==> src/rtl/pllc_pkg.sv <==
package pllc_pkg;
    localparam int REG_W = 8;

    typedef enum logic [1:0] {
        PH_OFF   = 2'd0,
        PH_RAMP  = 2'd1,
        PH_LOCK  = 2'd2,
        PH_DRAIN = 2'd3
    } phase_e;
endpackage

==> src/rtl/pllc_gate.sv <==
module pllc_gate
    import pllc_pkg::*;
#(
    parameter int ADDR_W = 2
) (
    input  logic              bus_we,
    input  logic              wr_unlock,
    input  logic [ADDR_W-1:0] bus_addr,
    input  logic              want_stop,
    input  logic              pll_is_sysclk,
    input  phase_e            phase,
    output logic              go_run,
    output logic              go_stop,
    output logic              bad_req
);
    logic hit;

    // Decide whether a control write is accepted, refused or a no-op.
    always_comb begin
        hit     = bus_we && wr_unlock && (bus_addr == '0);
        go_run  = 1'b0;
        go_stop = 1'b0;
        bad_req = 1'b0;
        if (hit) begin
            if (!want_stop) begin
                if (phase == PH_OFF)        go_run  = 1'b1;
                else if (phase == PH_DRAIN) bad_req = 1'b1;
            end else begin
                if (phase == PH_LOCK && !pll_is_sysclk)        go_stop = 1'b1;
                else if (phase == PH_RAMP || phase == PH_LOCK) bad_req = 1'b1;
            end
        end
    end
endmodule

==> src/rtl/pllc_seq.sv <==
module pllc_seq
    import pllc_pkg::*;
#(
    parameter int SETTLE_CYC = 200,
    parameter int STOP_CYC   = 48,
    parameter int CNT_W      = 8
) (
    input  logic   clk,
    input  logic   rst_n,
    input  logic   go_run,
    input  logic   go_stop,
    output phase_e phase,
    output logic   stable
);
    localparam logic [CNT_W-1:0] SETTLE_LOAD = CNT_W'(SETTLE_CYC - 1);
    localparam logic [CNT_W-1:0] STOP_LOAD   = CNT_W'(STOP_CYC - 1);

    typedef struct packed {
        phase_e           ph;
        logic [CNT_W-1:0] cnt;
    } seq_t;

    seq_t s_d, s_q;

    always_comb begin
        s_d = s_q;
        unique case (s_q.ph)
            PH_OFF: if (go_run) begin
                s_d.ph  = PH_RAMP;
                s_d.cnt = SETTLE_LOAD;
            end
            PH_RAMP: if (s_q.cnt == '0) s_d.ph = PH_LOCK;
                     else s_d.cnt = s_q.cnt - 1'b1;
            PH_LOCK: if (go_stop) begin
                s_d.ph  = PH_DRAIN;
                s_d.cnt = STOP_LOAD;
            end
            PH_DRAIN: if (s_q.cnt == '0) s_d.ph = PH_OFF;
                      else s_d.cnt = s_q.cnt - 1'b1;
            default: s_d.ph = PH_OFF;
        endcase
    end

    always_ff @(posedge clk or negedge rst_n) begin
        if (!rst_n) begin
            s_q.ph  <= PH_OFF;
            s_q.cnt <= '0;
        end else begin
            s_q <= s_d;
        end
    end

    assign phase  = s_q.ph;
    assign stable = (s_q.ph == PH_LOCK) || (s_q.ph == PH_DRAIN);

    // A settling PLL can only finish settling; no stop can cut it short.
    assert_ramp_no_stop_R8: assert property (@(posedge clk) disable iff (!rst_n)
        (s_q.ph == PH_RAMP) |=> (s_q.ph == PH_RAMP || s_q.ph == PH_LOCK));

    // A winding-down PLL can only reach the stopped phase.
    assert_drain_no_restart_R9: assert property (@(posedge clk) disable iff (!rst_n)
        (s_q.ph == PH_DRAIN) |=> (s_q.ph == PH_DRAIN || s_q.ph == PH_OFF));
endmodule

==> src/rtl/pllc_regs.sv <==
module pllc_regs
    import pllc_pkg::*;
#(
    parameter int ADDR_W = 2
) (
    input  logic              clk,
    input  logic              rst_n,
    input  logic              go_run,
    input  logic              go_stop,
    input  logic              bad_req,
    input  logic              stable_in,
    input  logic [ADDR_W-1:0] bus_addr,
    output logic [REG_W-1:0]  bus_rdata,
    output logic              stop_bit,
    output logic              err_flag
);
    typedef struct packed {
        logic stop;
        logic err;
    } reg_t;

    reg_t r_d, r_q;

    always_comb begin
        r_d = r_q;
        if (go_run)  r_d.stop = 1'b0;
        if (go_stop) r_d.stop = 1'b1;
        if (bad_req) r_d.err  = 1'b1;
    end

    always_ff @(posedge clk or negedge rst_n) begin
        if (!rst_n) begin
            r_q.stop <= 1'b1;
            r_q.err  <= 1'b0;
        end else begin
            r_q <= r_d;
        end
    end

    always_comb begin
        bus_rdata = '0;
        if (bus_addr == ADDR_W'(0)) begin
            bus_rdata[0] = r_q.stop;
        end else if (bus_addr == ADDR_W'(1)) begin
            bus_rdata[0] = stable_in;
            bus_rdata[1] = r_q.err;
        end
    end

    assign stop_bit = r_q.stop;
    assign err_flag = r_q.err;

    assert_err_sticky_R11: assert property (@(posedge clk) disable iff (!rst_n)
        r_q.err |=> r_q.err);

    assert_reserved_zero_R3: assert property (@(posedge clk) disable iff (!rst_n)
        bus_rdata[REG_W-1:2] == '0);
endmodule

==> src/rtl/pll_run_ctrl.sv <==
module pll_run_ctrl
    import pllc_pkg::*;
#(
    parameter int SETTLE_CYC = 200,
    parameter int STOP_CYC   = 48,
    parameter int ADDR_W     = 2
) (
    input  logic              clk,
    input  logic              rst_n,
    input  logic [ADDR_W-1:0] bus_addr,
    input  logic [7:0]        bus_wdata,
    input  logic              bus_we,
    input  logic              wr_unlock,
    input  logic              pll_is_sysclk,
    output logic [7:0]        bus_rdata,
    output logic              pll_run_en,
    output logic              pll_stable
);
    localparam int MAX_CYC = (SETTLE_CYC > STOP_CYC) ? SETTLE_CYC : STOP_CYC;
    localparam int CNT_W   = $clog2(MAX_CYC + 1);
    localparam int AGE_W   = CNT_W + 1;

    phase_e phase;
    logic   go_run, go_stop, bad_req;
    logic   stop_bit, err_flag, stable;
    logic   unused_wdata_hi;

    assign unused_wdata_hi = ^bus_wdata[REG_W-1:1];

    pllc_gate #(.ADDR_W(ADDR_W)) u_gate (
        .bus_we        (bus_we),
        .wr_unlock     (wr_unlock),
        .bus_addr      (bus_addr),
        .want_stop     (bus_wdata[0]),
        .pll_is_sysclk (pll_is_sysclk),
        .phase         (phase),
        .go_run        (go_run),
        .go_stop       (go_stop),
        .bad_req       (bad_req)
    );

    pllc_seq #(
        .SETTLE_CYC (SETTLE_CYC),
        .STOP_CYC   (STOP_CYC),
        .CNT_W      (CNT_W)
    ) u_seq (
        .clk     (clk),
        .rst_n   (rst_n),
        .go_run  (go_run),
        .go_stop (go_stop),
        .phase   (phase),
        .stable  (stable)
    );

    pllc_regs #(.ADDR_W(ADDR_W)) u_regs (
        .clk       (clk),
        .rst_n     (rst_n),
        .go_run    (go_run),
        .go_stop   (go_stop),
        .bad_req   (bad_req),
        .stable_in (stable),
        .bus_addr  (bus_addr),
        .bus_rdata (bus_rdata),
        .stop_bit  (stop_bit),
        .err_flag  (err_flag)
    );

    assign pll_run_en = ~stop_bit;
    assign pll_stable = stable;

    // Cycles since the run enable last changed, used only by the checks below.
    localparam logic [AGE_W-1:0] SETTLE_T = AGE_W'(SETTLE_CYC);
    localparam logic [AGE_W-1:0] STOP_T   = AGE_W'(STOP_CYC);
    logic             run_prev_q;
    logic [AGE_W-1:0] age_q;

    always_ff @(posedge clk or negedge rst_n) begin
        if (!rst_n) begin
            run_prev_q <= 1'b0;
            age_q      <= '0;
        end else begin
            run_prev_q <= pll_run_en;
            if (pll_run_en != run_prev_q) age_q <= AGE_W'(1);
            else if (age_q != '1)         age_q <= age_q + 1'b1;
        end
    end

    assert_ctrl_phase_R1: assert property (@(posedge clk) disable iff (!rst_n)
        pll_run_en == (phase == PH_RAMP || phase == PH_LOCK));

    assert_settle_time_R5: assert property (@(posedge clk) disable iff (!rst_n)
        $rose(pll_stable) |-> (age_q == SETTLE_T));

    assert_stop_time_R6: assert property (@(posedge clk) disable iff (!rst_n)
        $fell(pll_stable) |-> (age_q == STOP_T));

    assert_locked_ignore_R4: assert property (@(posedge clk) disable iff (!rst_n)
        (bus_we && !wr_unlock) |=> ($stable(pll_run_en) && $stable(err_flag)));

    assert_sysclk_hold_R7: assert property (@(posedge clk) disable iff (!rst_n)
        (bus_we && wr_unlock && bus_addr == '0 && bus_wdata[0] && pll_is_sysclk && pll_run_en)
        |=> pll_run_en);
endmodule

==> config.mk <==
export PLATFORM = sky130hd
export DESIGN_NAME = pll_run_ctrl
export DESIGN_NICKNAME = d
export VERILOG_FILES = /design/src/rtl/pllc_pkg.sv /design/src/rtl/pllc_gate.sv /design/src/rtl/pllc_seq.sv /design/src/rtl/pllc_regs.sv /design/src/rtl/pll_run_ctrl.sv
export SDC_FILE = /design/constraint.sdc
export NUM_CORES = 1
export LEC_CHECK = 0
export BUFFER_PORTS_ARGS = -buffer_cell sky130_fd_sc_hd__buf_2
export CAP_MARGIN = 10
export CORE_MARGIN = 1.5
export CORE_UTILIZATION = 45
export DETAILED_ROUTE_END_ITERATION = 7
export MAX_ROUTING_LAYER = met4
export PLACE_DENSITY = 0.7
export SKIP_LAST_GASP = 1
export SYNTH_ARGS = -nofsm -noshare
export SYNTH_HDL_FRONTEND = slang
export SYNTH_HIERARCHICAL = 1
export SYNTH_SLANG_ARGS = --single-unit
export TNS_END_PERCENT = 100
==> constraint.sdc <==
create_clock -name clk -period 6.2 [get_ports clk]
set_input_delay 0.62 -clock clk [delete_from_list [all_inputs] [get_ports clk]]
set_output_delay 0.62 -clock clk [all_outputs]
set_load 0.005 [all_outputs]
### Word level (Yosys, flattened, before mapping)

Cells that the tools add are included.

* output and inout port bits: 10
* register bits after elaboration: 12
* logic and storage cells: 49

* bitwise gates (word level): 1
* add/subtract/negate cells: 1
* reductions and logical operators: 12
* mux-type cells: 23
* equality and inequality tests: 8

Operators with widths (count)
* case mux 10 bit (4 select lines): 1
* two-way mux 10 bit: 2
* two-way mux 1 bit: 16
* logical NOT 8 bit: 1
* two-way mux 8 bit: 1
* subtractor 8 x 1 -> 8 bit, second input constant: 1
* two-way mux 2 bit: 3
* equality test 2 x 1 -> 1 bit, second input constant: 2
* equality test 2 bit, second input constant: 2
* logical NOT 2 bit: 2
* inequality test 2 x 1 -> 1 bit, second input constant: 2
* inequality test 2 bit, second input constant: 2
* AND reduction 4 bit: 1
* logical AND 1 bit: 3
* logical OR 1 bit: 2
* AND reduction 2 bit: 1
* nonzero test 2 bit: 1
* logical NOT 1 bit: 1
* inverter 1 bit: 1

### Logic depth before layout (Yosys ltp)

Gate-level depths: netlist (run 1).

* depth after elaboration: 7
* gate-level depth with buffers: 7
* depth with buffers taken out: 6

### Cells and area by module

The synthesis (run 1) kept the hierarchy.

Modules (own cells, without submodules)
* pllc_seq: area an instance 750.7 um^2, seq. area each 250.2 um^2, times used 1, cells an instance 82
* pllc_regs: area an instance 141.4 um^2, seq. area each 51.3 um^2, times used 1, cells an instance 15
* pllc_gate: area an instance 71.3 um^2, seq. area each 0.0 um^2, times used 1, cells an instance 8
* pll_run_ctrl: area an instance 3.8 um^2, seq. area each 0.0 um^2, times used 1, cells an instance 1

### Worst setup path after synthesis (run 1)

OpenSTA, ideal clock, no wires.

* kind: in2reg
* start: input port bus_addr[0]
* end: register u_seq.s_q (netlist bit u_seq/phase[1])
* arrival: 2.068 ns
* slack: 4.008 ns
* stages on the path: 5
* setup time: 0.125 ns
* path buffers: 0
* path through: nand4bb_4 > nor4_1 > o21ai_2 > nor2_1 > mux2_2

* longest elaborated chain between the ends: 5

RTL lines
* from (decl): line pll_run_ctrl.sv:10 `input logic [ADDR_W-1:0] bus_addr,`
* logical NOT 2 bit: line pllc_gate.sv:20 `hit = bus_we && wr_unlock && (bus_addr == '0);`
* logical AND 1 bit: line pllc_gate.sv:20
* two-way mux 1 bit: line pllc_gate.sv:24 `if (hit) begin`
* named net go_run: line pll_run_ctrl.sv:24 `logic go_run, go_stop, bad_req;`
* inequality test 2 bit (no source line)
* AND reduction 4 bit (no source line)
* to (decl): line pllc_seq.sv:23 `seq_t s_d, s_q;`

The timed path passes the listed nets, and every way through them passes these cells.
A chain may end at the register's enable or synchronous reset.

### Worst setup path in the final report (run 1)

* start: register u_seq.s_q (netlist bit u_seq/phase[0])
* end: output port bus_rdata[0]

* longest elaborated chain between the ends: 4

RTL lines
* equality test 2 bit: line pllc_seq.sv:54 `assign stable = (s_q.ph == PH_LOCK) || (s_q.ph == PH_DRAIN);`
* logical OR 1 bit *: line pllc_seq.sv:54
* two-way mux 2 bit *: line pllc_regs.sv:44 `end else if (bus_addr == ADDR_W'(1)) begin`
* two-way mux 1 bit *: line pllc_regs.sv:42 `if (bus_addr == ADDR_W'(0)) begin`
* to (decl): line pll_run_ctrl.sv:15 `output logic [7:0] bus_rdata,`

Every way passes the cells marked *; elsewhere a longest branch is shown, timed or not.

==> results of run 1 <==
[final cells by class]
cell class | instances | area (um2)
Multi-Input combinational cell | 83 | 587
Sequential cell | 12 | 302
Timing Repair Buffer | 11 | 55.1
Clock buffer | 4 | 26.3
Fill cell | 201 | 972
Inverter | 7 | 26.3
Tap cell | 27 | 33.8
[Yosys cell counts, drive strengths merged]
cell type | n | area, um2
mux2i | 2 | 20.0
nor4b | 1 | 15.0
nor2 | 6 | 22.5
a21oi | 8 | 40.0
or4b | 2 | 20.0
or2 | 2 | 12.5
nand3b | 1 | 7.51
inv | 7 | 26.3
dfrtp | 11 | 275
o32a | 1 | 10.0
nand3 | 1 | 5.00
a311oi | 1 | 8.76
a21o | 1 | 7.51
nand4bb | 1 | 27.5
or4 | 2 | 18.8
nor2b | 2 | 12.5
nor4 | 3 | 18.8
ha | 6 | 75.1
o21ai | 9 | 52.6
a2111oi | 1 | 10.0
or3b | 1 | 8.76
o21a | 1 | 7.51
dfstp | 1 | 26.3
buf | 9 | 71.3
nand2b | 2 | 12.5
nand2 | 9 | 33.8
a31oi | 2 | 12.5
a2bb2oi | 1 | 8.76
o311ai | 2 | 17.5
mux2 | 1 | 11.3
and3b | 1 | 10.0
conb | 1 | 3.75
o31a | 1 | 8.76
o221ai | 2 | 23.8
nor3 | 4 | 25.0
[per-layer routing]
| metal | part of all wire [%] | track usage (%) |
|---|---|---|
| met1 | 46 | 25.0 |
| met3 | 5.8 | 3.68 |
| met5 | 0 | - |
| met4 | 2.9 | 7.62 |
| met2 | 45 | 27.7 |
[kinds of logic (layout without fill, tap and decap cells)]
logic type | count (synthesis) | in the layout | synth area share, %
and+or+nand+nor | 38 | 38 | 25.9
other | 1 | 6 | 0.388
DFF | 12 | 12 | 31.2
adders and majority gates | 6 | 6 | 7.76
buffers and inverters | 16 | 22 | 10.1
AOI/OAI and AO/OA | 30 | 30 | 21.5
muxes | 3 | 3 | 3.23
[critical path, stage by stage, from the launching register on]
cell and delay, ns:
dfrtp_1 0.60, inv_1 0.24, ha_1 0.29, or2_2 0.31, mux2i_1 0.14, nor2_1 0.06
buf_2 0.12
[stage by stage]
stage	std cells	instance area [um2]	setup WS, ns	total power (uW)
3_5_place_dp	140	1000	3.64	486
6_report	144	1030	3.55	540
3_3_place_gp	140	1000	3.68	473
4_1_cts	144	1030	3.54	539
2_1_floorplan	111	986	4.01	423
5_1_grt	144	1030	3.35	601
[power by group through the flow]
stage | logic (uW) | clock network [uW] | registers, uW
2_1_floorplan | 265 | 0 | 158
3_3_place_gp | 292 | 0 | 180
3_5_place_dp | 302 | 0 | 183
4_1_cts | 303 | 54.3 | 182
5_1_grt | 345 | 59.7 | 196
6_report | 305 | 52.1 | 183
[placed cells by master (no fill, tap or decap), types with 2 or more instances in the layout]
cell and instances:
a21oi_1 8, a31oi_1 2, buf_2 11, clkbuf_4 3, conb_1 6, dfrtp_1 11, ha_1 6, inv_1 7
mux2i_1 2, nand2_1 9, nand2b_1 2, nor2_1 6, nor2b_1 2, nor3_1 3, nor4_1 3, o21ai_0 7
o21ai_2 2, or4b_1 2
[worst max path at each step]
| stage | slack (ns) | endpoint | start | cells after the start |
|---|---|---|---|---|
| 6_report | 3.55 | bus_rdata[0] | u_seq/phase[0] | 6 |
| 5_1_grt | 3.35 | bus_rdata[0] | u_seq/phase[0] | 6 |
| 3_3_place_gp | 3.68 | u_seq/phase[1] | bus_addr[0] | 6 |
| 2_1_floorplan | 4.01 | u_seq/phase[1] | bus_addr[0] | 5 |
| 3_5_place_dp | 3.64 | u_seq/phase[1] | bus_addr[0] | 6 |
| 4_1_cts | 3.54 | bus_rdata[0] | u_seq/phase[0] | 6 |
==> metrics.cfg, run 1 <==
[global_route]
antenna_found_initial = 0
grt_pass1_wl_mm = 3.39
grtUsageTotal_pct = 18.7
gr-total-overflow = 0
grt_max_degree = 15
grt_pass1_vias = 736

[sta]
skew_ns = 0.00218
finalCritPeriodShare_pct = 42.7
setup_violations = 0
relSlewSlack_pct = 46.9
tns_ns = 0
clock.fmax_mhz = 378
period_minus_slack_ns = 2.65
drv_slew = 0
hold_viol_final = 0
worstMarginPinSlew_ns = 0.790
rsz0062_at_grt = false
hold_ws_ns = 0.208

[pwr]
p_sw_share_pct = 48.1
clkPwrFrac_pct = 9.6
combPwrFrac_pct = 56.5
p_switching_uw = 260
p_leak_uw = 0.000441
pwr-share-seq_pct = 33.8
vdd_drop_max_v = 0.000333
internal_power_uw = 280
power_density_nw_per_um2 = 524

[clock_network]
cts_made_buffers = 3
htree_levels = 1
clockRootBuffer = clkbuf_4
cts.sinks = 12
cts_buffer_depth = 2
cts_resized = 0
cts_setup_buffers = 0
clk_pin_slew_ns = 0.08
clock_latency_ns = 0.28
hold_buffers = 0
cts_tree = yes

[floorplan]
die_w_um = 49.4
core_um2 = 2000
rows = 16
die_area_um2 = 2440
initial_core_util_pct = 48.3
die_y_um = 49.4
ios = 25

[flow_run]
drv_cap = 0

[worst_setup_path]
arrival_ns = 2.03
r2r-start = u_seq/phase[0]
rr_endpoint = u_seq/phase[1]
rr_worst_depth = 4
crit_fanout = 14
end_kind = output pin
cp-start-kind = register
crit_required_ns = 5.58
reg2reg_slack_ns = 3.98
crit_type = register to output pin

[detailed_routing]
wl_per_cell_um = 13.5
dr.pass1.iters = 5
drt_iter0_markers = 45
num_vias = 838
drc_errors = 0
ant_nets = 0
wl_mm = 1.95
routed_via_density = 5.82

[status]
outcome = complete, no violations

[hold_path]
hold_class = primary input to asynchronous set/reset pin

[place]
port_buffers = 11
dp_hpwl_mm = 1.49
gp_congestion = 0.868

[final_layout]
layout-drive-gt1-share_pct = 21.4
fin_util_pct = 51.4
nets = 139
synthToLayoutAreaGrowth_pct = 6.47
antenna_cells = 0

[logic_synthesis]
syn_area_um2 = 967
ys_warn_count = 6
avgSynthCellArea_um2 = 9.12
synthCells = 106
synth_cell_types = 42
yosysSeqAreaShare_pct = 31.2
synth-seq-cells = 12

Note: power is estimated with default switching activity, not from simulation.
==> run 2, diff against run 1 <==
- clock period: 6.2 -> 2.5 ns (I/O delays scaled with it)
==> run 2 against run 1 <==
Effect of this change:
- worst setup slack got worse by 3.2 ns
- clock power increased to 3.0 times the previous value
- hold slack improved by 0.066 ns
- via count increased by 0.36%
- flip-flop and latch count unchanged
- non-clock buffer count increased by 3
- core utilization increased by 1.7 points
- critical path depth unchanged
- critical endpoint unchanged
- largest cell class unchanged
==> metrics.cfg, run 2 (same netlist as run 1, synthesis figures left out) <==
[sta]
relSlewSlack_pct = 66.6  ; was 46.9%
rsz0062_at_grt = false  ; unchanged
period_minus_slack_ns = 2.10
worstMarginPinSlew_ns = 0.500  ; was 0.790 ns
skew_ns = 0.00554  ; was 0.00218 ns
tns_ns = 0  ; unchanged
clock.fmax_mhz = 476
setup_violations = 0  ; unchanged
drv_slew = 0  ; unchanged
finalCritPeriodShare_pct = 84.0
hold_viol_final = 0  ; unchanged

[floorplan]
die_w_um = 49.4  ; unchanged
initial_core_util_pct = 48.3  ; unchanged
ios = 25  ; unchanged
die_y_um = 49.4  ; unchanged
rows = 16  ; unchanged
core_um2 = 2000  ; unchanged
die_area_um2 = 2440  ; unchanged

[final_layout]
nets = 142  ; was 139
multi_input_area_um2 = 587  ; unchanged
fin_util_pct = 53.2  ; was 51.4%
regArea_um2 = 302  ; unchanged
antenna_cells = 0  ; unchanged
synthToLayoutAreaGrowth_pct = 10.1  ; was 6.47%
fillers = 191  ; was 201
final_cell_mix = 11 x buf_2, 11 x dfrtp_1, 9 x nand2_1, 8 x a21oi_1  ; unchanged
layout-drive-gt1-share_pct = 23.3  ; was 21.4%

[clock_network]
clk_pin_slew_ns = 0.08  ; about the same
clockRootBuffer = clkbuf_4  ; unchanged
htree_levels = 1  ; unchanged
cts_buffer_depth = 2  ; unchanged
cts_setup_buffers = 0  ; unchanged
clock_latency_ns = 0.27  ; was 0.28 ns
cts_tree = yes  ; unchanged
hold_buffers = 1  ; was 0
cts_resized = 0  ; unchanged
cts.sinks = 12  ; unchanged
cts_made_buffers = 3  ; unchanged

[detailed_routing]
wl_mm = 1.97  ; was 1.95 mm
drc_errors = 0  ; unchanged
drt_iter0_markers = 35  ; was 45
routed_via_density = 5.72  ; was 5.82
ant_nets = 0  ; unchanged
wl_per_cell_um = 13.4  ; was 13.5 um
num_vias = 841  ; was 838
dr.pass1.iters = 4  ; was 5

[worst_setup_path]
crit_fanout = 9  ; was 14
crit_required_ns = 2.25  ; was 5.58 ns
rr_endpoint = u_seq/phase[1]  ; unchanged
end_kind = output pin  ; unchanged
slowest_stage = dfrtp_1  ; unchanged
max_stage_delay_ns = 0.49  ; was 0.60 ns
reg2reg_slack_ns = 0.46  ; was 3.98 ns
path_cells = inv_1 -> ha_1 -> or2_2 -> mux2i_1 -> nor2_1 -> buf_2  ; unchanged
critical_path_buf_inv_count = 2  ; unchanged
arrival_ns = 1.85  ; was 2.03 ns
cp-start-kind = register  ; unchanged
path_delay_family = flip-flops  ; unchanged
r2r-start = u_seq/phase[0]  ; unchanged
crit_type = register to output pin  ; unchanged
rr_worst_depth = 6  ; was 4

[pwr]
p_leak_uw = 0.000462  ; was 0.000441 uW
power_density_nw_per_um2 = 1290  ; was 524 nW/um2
vdd_drop_max_v = 0.000735  ; was 0.000333 V

[global_route]
gr-total-overflow = 0  ; unchanged
grtUsageTotal_pct = 17.5  ; was 18.7%
grt_pass1_vias = 707  ; was 736
grt_max_degree = 13  ; was 15
antenna_found_initial = 0  ; unchanged
grt_pass1_wl_mm = 3.13  ; was 3.39 mm

[hold_path]
hold_depth = 3
hold_start = pll_is_sysclk
hold_class = primary input to register  ; was primary input to asynchronous set/reset pin
hold_path_end = u_regs/stop_bit

[flow_run]
drv_cap = 0  ; unchanged

[place]
port_buffers = 11  ; unchanged
gp_congestion = 0.868  ; unchanged
dp_hpwl_mm = 1.51  ; was 1.49 mm

[status]
outcome = complete, no violations  ; unchanged

-- run 2: cell count changes in the layout (fill, tap and decap cells not counted), sizes merged --
cell         change
buf              +2
dlygate4sd3      +1
-- run 2: area by class of cell --
cell class / instances / share of cell area, %
Multi-Input combinational cell: 83 / 55.1
Timing Repair Buffer: 14 / 7.52
Clock buffer: 4 / 3.41
Inverter: 7 / 2.47
Tap cell: 27 / 3.17
Sequential cell: 12 / 28.3
-- run 2: layer usage --
layer  part of all wire [%]  GRT usage, %
met1                     46          22.9
met2                     45          26.8
met3                    7.2          1.84
met4                    1.8          8.57
met5                      0             -
-- run 2: worst min-delay path, stage by stage --
cell and delay [ns]:
buf_2 0.09, nor4_1 0.06, a21o_1 0.15
-- run 2: worst max path at each step --
stage	from	endpoint	slack, ns	depth (start not counted)
6_report	u_seq/phase[0]	bus_rdata[0]	0.40	6
3_3_place_gp	bus_addr[0]	u_seq/phase[1]	0.39	7
2_1_floorplan	u_seq/phase[0]	u_seq/phase[1]	0.48	5
5_1_grt	u_seq/phase[0]	bus_rdata[0]	0.24	6
4_1_cts	u_seq/phase[0]	bus_rdata[0]	0.39	6
3_5_place_dp	bus_addr[0]	u_seq/phase[1]	0.34	7
-- run 2: where the power goes --
part,internal (uW),total [uW],switching [uW]
combinational,346,777,431
sequential,297,439,142
clock,88.5,154,66.0
-- run 2: metrics by stage --
step / area (um2) / worst slack, ns / hold slack [ns] / power (uW) / std cells
floorplan: 986 / 0.482 / -0.0456 / 1050 / 111
global placement: 1020 / 0.391 / 0.143 / 1190 / 142
detailed placement: 1020 / 0.343 / 0.139 / 1200 / 142
CTS: 1060 / 0.387 / 0.268 / 1370 / 147
global route: 1060 / 0.241 / 0.286 / 1490 / 147
finish: 1060 / 0.400 / 0.274 / 1370 / 147
